$ cat src/rtl/oneshot_pkg.sv
package oneshot_pkg;
   typedef enum logic {
      OS_MODE_SINGLE  = 1'b0,
      OS_MODE_RESTART = 1'b1
   } os_mode_e;
endpackage

$ cat src/rtl/oneshot_edge.sv
module oneshot_edge (
   input  logic clk,
   input  logic rst_n,
   input  logic trig_i,
   output logic rise_o
);
   logic trig_q;
   logic trig_qq;

   always_ff @(posedge clk or negedge rst_n) begin
      if (!rst_n) begin
         trig_q  <= 1'b0;
         trig_qq <= 1'b0;
      end else begin
         trig_q  <= trig_i;
         trig_qq <= trig_q;
      end
   end

   assign rise_o = trig_q & ~trig_qq;
endmodule

$ cat src/rtl/oneshot_width.sv
module oneshot_width #(
   parameter int unsigned CNT_W           = 8,
   parameter bit          WIDTH_FROM_PORT = 1'b1,
   parameter int unsigned DEF_WIDTH       = 4
) (
   input  logic [CNT_W-1:0] width_i,
   output logic [CNT_W-1:0] width_o
);
   localparam int unsigned FIXED_W = (DEF_WIDTH == 0) ? 1 : DEF_WIDTH;

   generate
      if (WIDTH_FROM_PORT) begin : g_port
         assign width_o = (width_i == '0) ? CNT_W'(1) : width_i;
      end else begin : g_fixed
         logic [CNT_W-1:0] unused_w;
         assign unused_w = width_i;
         assign width_o  = CNT_W'(FIXED_W);
      end
   endgenerate
endmodule

$ cat src/rtl/oneshot_timer.sv
module oneshot_timer
   import oneshot_pkg::*;
#(
   parameter int unsigned CNT_W = 8
) (
   input  logic             clk,
   input  logic             rst_n,
   input  logic             rise_i,
   input  os_mode_e         mode_i,
   input  logic [CNT_W-1:0] width_i,
   output logic             load_o,
   output logic [CNT_W-1:0] cnt_o
);
   logic [CNT_W-1:0] cnt_q;
   logic             idle_or_last;

   assign idle_or_last = (cnt_q <= CNT_W'(1));
   assign load_o       = rise_i & ((mode_i == OS_MODE_RESTART) | idle_or_last);

   always_ff @(posedge clk or negedge rst_n) begin
      if (!rst_n) begin
         cnt_q <= '0;
      end else if (load_o) begin
         cnt_q <= width_i;
      end else if (cnt_q != '0) begin
         cnt_q <= cnt_q - CNT_W'(1);
      end
   end

   assign cnt_o = cnt_q;
endmodule

$ cat src/rtl/oneshot_gen.sv
module oneshot_gen
   import oneshot_pkg::*;
#(
   parameter int unsigned CNT_W           = 8,
   parameter bit          WIDTH_FROM_PORT = 1'b1,
   parameter int unsigned DEF_WIDTH       = 4
) (
   input  logic             clk,
   input  logic             rst_n,
   input  logic             trig_i,
   input  logic             retrig_i,
   input  logic [CNT_W-1:0] width_i,
   output logic             pulse_o
);
   localparam longint unsigned MAX_W = (64'd1 << CNT_W) - 1;

   initial begin
      if (CNT_W < 1 || CNT_W > 32)
         $error("oneshot_gen: CNT_W must be in 1..32");
      if (!WIDTH_FROM_PORT && (DEF_WIDTH > MAX_W))
         $error("oneshot_gen: DEF_WIDTH does not fit in CNT_W bits");
   end

   logic             rise;
   logic             load;
   logic [CNT_W-1:0] width_eff;
   logic [CNT_W-1:0] cnt;
   os_mode_e         mode;

   assign mode = os_mode_e'(retrig_i);

   oneshot_edge u_edge (
      .clk    (clk),
      .rst_n  (rst_n),
      .trig_i (trig_i),
      .rise_o (rise)
   );

   oneshot_width #(
      .CNT_W           (CNT_W),
      .WIDTH_FROM_PORT (WIDTH_FROM_PORT),
      .DEF_WIDTH       (DEF_WIDTH)
   ) u_width (
      .width_i (width_i),
      .width_o (width_eff)
   );

   oneshot_timer #(
      .CNT_W (CNT_W)
   ) u_timer (
      .clk     (clk),
      .rst_n   (rst_n),
      .rise_i  (rise),
      .mode_i  (mode),
      .width_i (width_eff),
      .load_o  (load),
      .cnt_o   (cnt)
   );

   assign pulse_o = (cnt != '0);
endmodule

$ cat config.mk
export PLATFORM = sky130hd
export DESIGN_NAME = oneshot_gen
export DESIGN_NICKNAME = d
export VERILOG_FILES = /design/src/rtl/oneshot_pkg.sv /design/src/rtl/oneshot_edge.sv /design/src/rtl/oneshot_width.sv /design/src/rtl/oneshot_timer.sv /design/src/rtl/oneshot_gen.sv
export SDC_FILE = /design/constraint.sdc
export NUM_CORES = 1
export LEC_CHECK = 0
export CAP_MARGIN = 20
export CORE_MARGIN = 4
export CORE_UTILIZATION = 44
export DETAILED_ROUTE_END_ITERATION = 10
export GPL_TIMING_DRIVEN = 1
export PLACE_DENSITY = 0.73
export RECOVER_POWER = 100
export SLEW_MARGIN = 20
export SYNTH_ARGS = -nofsm -noshare
export SYNTH_HDL_FRONTEND = slang
export SYNTH_HIERARCHICAL = 1
export SYNTH_SLANG_ARGS = --single-unit
$ cat constraint.sdc
create_clock -name clk -period 1.8 [get_ports clk]
set_input_delay 0.54 -clock clk [delete_from_list [all_inputs] [get_ports clk]]
set_output_delay 0.54 -clock clk [all_outputs]
set_load 0.01 [all_outputs]
After elaboration in Yosys (flattened, before gate mapping)
Index checks and enable logic that the tools add are counted.
{ "totals": {"ff_bits": 10, "output_inout_bits": 1} }
{ "classes": {"add_sub_neg": 1, "n_lt_le_gt_ge": 1, "mux": 3, "bitwise_logic": 4, "n_reduce_logical": 3} }
{ "op_table": {"columns": ["cell", "n"], "rows": [
  ["2-to-1 mux 8 bit", 3],
  ["<= comparator 8 x 1 -> 1 bit (second input constant)", 1],
  ["logical NOT 8 bit", 1],
  ["nonzero test 8 bit", 1],
  ["subtractor 8 x 1 -> 8 bit (second input constant)", 1],
  ["bitwise AND 1 bit", 2],
  ["nonzero test 2 bit", 1],
  ["NOT 1 bit", 1],
  ["OR 1 bit", 1]
]} }

Longest topological paths before layout
{ "logic_depth": {"ltp_word": 4, "mapped_depth": 6} }

Hierarchy
Netlist, hierarchy kept.
{ "by_module_without_submodules": {"columns": ["module", "n_inst", "cells_per_inst", "area_each_um2", "seq_area_each_um2"], "rows": [
  ["oneshot_timer", 1, 48, 521.8, 200.2],
  ["oneshot_edge", 1, 3, 63.8, 50.0],
  ["oneshot_width", 1, 10, 51.3, 0.0],
  ["oneshot_gen", 1, 3, 16.3, 0.0]
]} }

Least setup slack after synthesis
Ideal clock, no wire load.
{ "synth_timing": {"path_kind": "flip-flop to flip-flop", "startpoint": "register u_timer.cnt_q[0], in the netlist u_timer/cnt_o[0]", "endpoint": "register u_timer.cnt_q[7], in the netlist u_timer/cnt_o[7]", "setup_ps": 125, "arrival_time_ps": 1751, "slack_ps": -76, "stages_incl_launch_ff": 5, "cell_sequence": "dfrtp_1 > or4_4 > nor4_1 > mux2_2 > mux2_2"} }
{ "synth_between": {"elab_chain_len": 4} }
{ "synth_lines": {"columns": ["item", "line_no", "rtl"], "rows": [
  ["start: declaration", "oneshot_timer.sv:14", "logic [CNT_W-1:0] cnt_q;"],
  ["start signal: assignment", "oneshot_timer.sv:24", "cnt_q <= width_i;"],
  ["start signal: assignment", "oneshot_timer.sv:26", "cnt_q <= cnt_q - CNT_W'(1);"],
  ["<= comparator 8 x 1 -> 1 bit", "oneshot_timer.sv:17", "assign idle_or_last = (cnt_q <= CNT_W'(1));"],
  ["OR 1 bit", "oneshot_timer.sv:18", "assign load_o = rise_i & ((mode_i == OS_MODE_RESTART) | idle_or_last);"],
  ["bitwise AND 1 bit", "oneshot_timer.sv:18", null],
  ["2-to-1 mux 8 bit / nonzero test 2 bit (equally long branches)", null, null]
]} }
Several ways; a longest one is shown, not always the timed one. The select of a mux whose other input is x is not followed.
A chain may end at the register's enable or synchronous reset.

Worst setup path in the final report
{ "layout_timing": {"startpoint": "register u_timer.cnt_q[1], in the netlist u_timer/cnt_o[1]", "endpoint": "register u_timer.cnt_q[7], in the netlist u_timer/cnt_o[7]"} }
Same word-level chain as after synthesis.

==> results.cfg <==
[outcome]
status = finished with violations
violations = negative setup slack

[timing]
finalCritPeriodShare_pct = 102
fin_ws_ns = -0.0409
rsz0062_at_grt = yes
fin_crit_ns = 1.84
slew_headroom_pct = 70.5
clock_skew_ns = 0.00242
finalSetupViolCount = 4
drv_slew = 0
hold_violations = 0
tightest_slew_ns = 0.440
fmax_mhz = 543

[layout]
fin_nets = 107
drive_gt1_share_pct = 52.2
finalNonFillerCells = 107
area_delta_synth_final_pct = 59.6
antenna_cells = 0
final_cell_area_um2 = 1040

[worst_setup_path]
crit_path_start = u_timer/cnt_o[1]
required_ns = 1.95
path_depth = 4
cp_max_fo = 3
slowest_delay_ns = 0.57
slowest_stage = or4_4
endpoint = u_timer/cnt_o[7]
worstPathCellList = or4_4, nor4_4, mux2_4, mux2_4
r2r_setup_slack_ns = -0.04
r2r-end = u_timer/cnt_o[7]
crit_top_cell = mux2_4
start_kind = flip-flop
critPathKind = flip-flop to flip-flop
crit_buf_inv = 0
r2r-start = u_timer/cnt_o[1]
arrival_ns = 1.99
endpoint_kind = flip-flop
crit_family = simple AND/OR/NAND/NOR gates
rr_worst_depth = 4

[global_routing]
grt_max_degree = 11
grt_pass1_vias = 610
grt-ovfl-total = 0
track_usage_pct = 17.5
grt_pass1_wl_um = 2530
antenna_found_initial = 0

[route]
drc_errors = 0
drtAntennaViolNets = 0
via_per_inst = 5.51
detail_route.wl_per_cell_um = 16.1
first_iter_violations = 10
first_pass_iters = 6
num_vias = 590
wl_um = 1720

[clocking]
clkLatencyLatePin_ns = 0.26
clockBufferDepth = 2
htreeDepth = 1
cts_buffers = 3
cts_tree = done
cts_root_buf = clkbuf_4
cts_sinks = 10
clk_pin_slew_ns = 0.06
cts_hold_buf = 0

[placement]
gp_congestion = 0.786
io_buffer_count = 12
dp_slack_ns = -0.0803
dpl_cell_area_um2 = 870
dp_hpwl_um = 1150
placed_cells = 97

[synth]
synth.top_cell.area_share_pct = 38.3
synth.top_cells.by_area = dfrtp_1 (38%), mux2_2 (14%), clkbuf_1 (4.0%)
netlist_area_um2 = 653
yosysWarnings = 6
yosysTopAreaCell = dfrtp_1
synth_seq_area_share_pct = 38.3
synth_cell_types = 26
synthesis.nets = 78
syn_area_per_cell_um2 = 10.2
synth-seq-cells = 10
synthCells = 64

[job]
drv_cap = 0

[die]
core_area_um2 = 1350
die_h_um = 46.5
num_rows = 13
start_util_pct = 48.4
dieArea_um2 = 2160
boundaryPins = 13
die_x_um = 46.5

[hold_path]
worstHoldPathType = flip-flop to flip-flop

[power]
powerDensity_nw_per_um2 = 1600
ir_worst_vdd_mv = 1.03
power.static_leakage_nw = 0.444
[flip-flops by register name (all words and copies together) (netlist names)]
| signal | flops |
|---|---|
| u_edge/trig_q | 1 |
| u_timer/cnt_o | 8 |
| u_edge/trig_qq | 1 |
[worst reg2reg max path: stages, from the launching register on]
cell,delay [ns]
dfrtp_1,0.41
or4_4,0.57
nor4_4,0.17
mux2_4,0.33
mux2_4,0.26
[cells in the mapped netlist]
cell,number
nand3_1,2
xnor2_1,3
dfrtp_1,10
and2_2,1
mux2i_1,1
o31ai_1,2
nor4_2,1
nor2_4,1
nor4_4,1
inv_1,3
mux2_2,8
ha_1,2
a21o_1,2
a21oi_1,3
nor4_1,3
nor3b_1,1
or4_4,1
a21boi_0,1
nand2_1,1
clkbuf_1,7
nor3_1,1
nor2b_4,1
o21bai_1,1
or3_1,1
o21ai_0,2
nor2_1,4
[placed cells by master (no fill, tap or decap), types with 2 or more instances in the layout]
cell and count:
buf_4 17, dfrtp_1 10, clkdlybuf4s50_1 9, mux2_4 7, nor4_4 3, clkbuf_4 3, nor2_1 3, dlygate4sd3_1 2
inv_1 2, nand3_1 2, o21ai_0 2, a21o_1 2, a21oi_1 2, xnor2_1 2, ha_2 2
[per-layer routing]
layer / up-vias / track usage, % / part of all wire, %
li1: 282 / - / -
met1: 290 / 21.3 / 45
met2: 12 / 29.1 / 50
met3: 6 / 2.34 / 2.6
met4: 0 / 10.2 / 2.6
met5: - / 0 / 0
[power by group]
part	switching [mW]	total (mW)	internal, mW
combinational	0.454	1.06	0.605
clock	0.0751	0.198	0.123
sequential	0.0871	0.409	0.322
total	0.616	1.67	1.05
[timing repair]
item	CTS	global route
setup endpoints to repair	3	9
hold endpoints to repair	0	0
setup buffers	4	2
pin swaps	2	3
resized for setup	7	17
[metrics by stage]
stage	util (%)	power (mW)	TNS, ns	hold WS (ns)
after CTS	71.3	1.50	-0.0824	0.376
after detailed placement	64.4	1.19	-0.558	0.364
after global routing	77.2	1.79	-0.480	0.402
after floorplan	-	0.850	-0.0254	0.244
after global placement	64.4	1.16	-0.498	0.370
final	77.2	1.67	-0.0841	0.376
[layout make-up]
cell class,instances,area [µm²]
clock buffers,4,36.3
fillers,93,308
inverters,3,11.3
multi-input cells,44,452
flip-flops and latches,10,250
well taps,15,18.8
repair buffers,31,274
[logic make-up (layout without fill, tap and decap cells)]
kind of cell / after synthesis / after routing / synth area share, %
adders and majority gates: 2 / 2 / 3.83
DFF: 10 / 10 / 38.3
and+or+nand+nor: 19 / 19 / 22.0
xor gates and xnor gates: 3 / 3 / 4.02
AOI/OAI and AO/OA: 11 / 11 / 10.7
buffers and inverters: 10 / 38 / 5.75
muxes: 9 / 9 / 15.3
[worst min-delay path by stage]
stage | from | end | slack, ns | depth (start not counted)
after floorplan | rst_n | u_edge/trig_q | 0.24 | 0
after CTS | u_edge/trig_q | u_edge/trig_qq | 0.38 | 0
after global placement | u_edge/trig_q | u_edge/trig_qq | 0.37 | 0
final | u_edge/trig_q | u_edge/trig_qq | 0.38 | 0
after detailed placement | u_edge/trig_q | u_edge/trig_qq | 0.36 | 0
after global routing | u_edge/trig_q | u_edge/trig_qq | 0.40 | 0
Note: power is estimated with default switching activity, not from simulation.
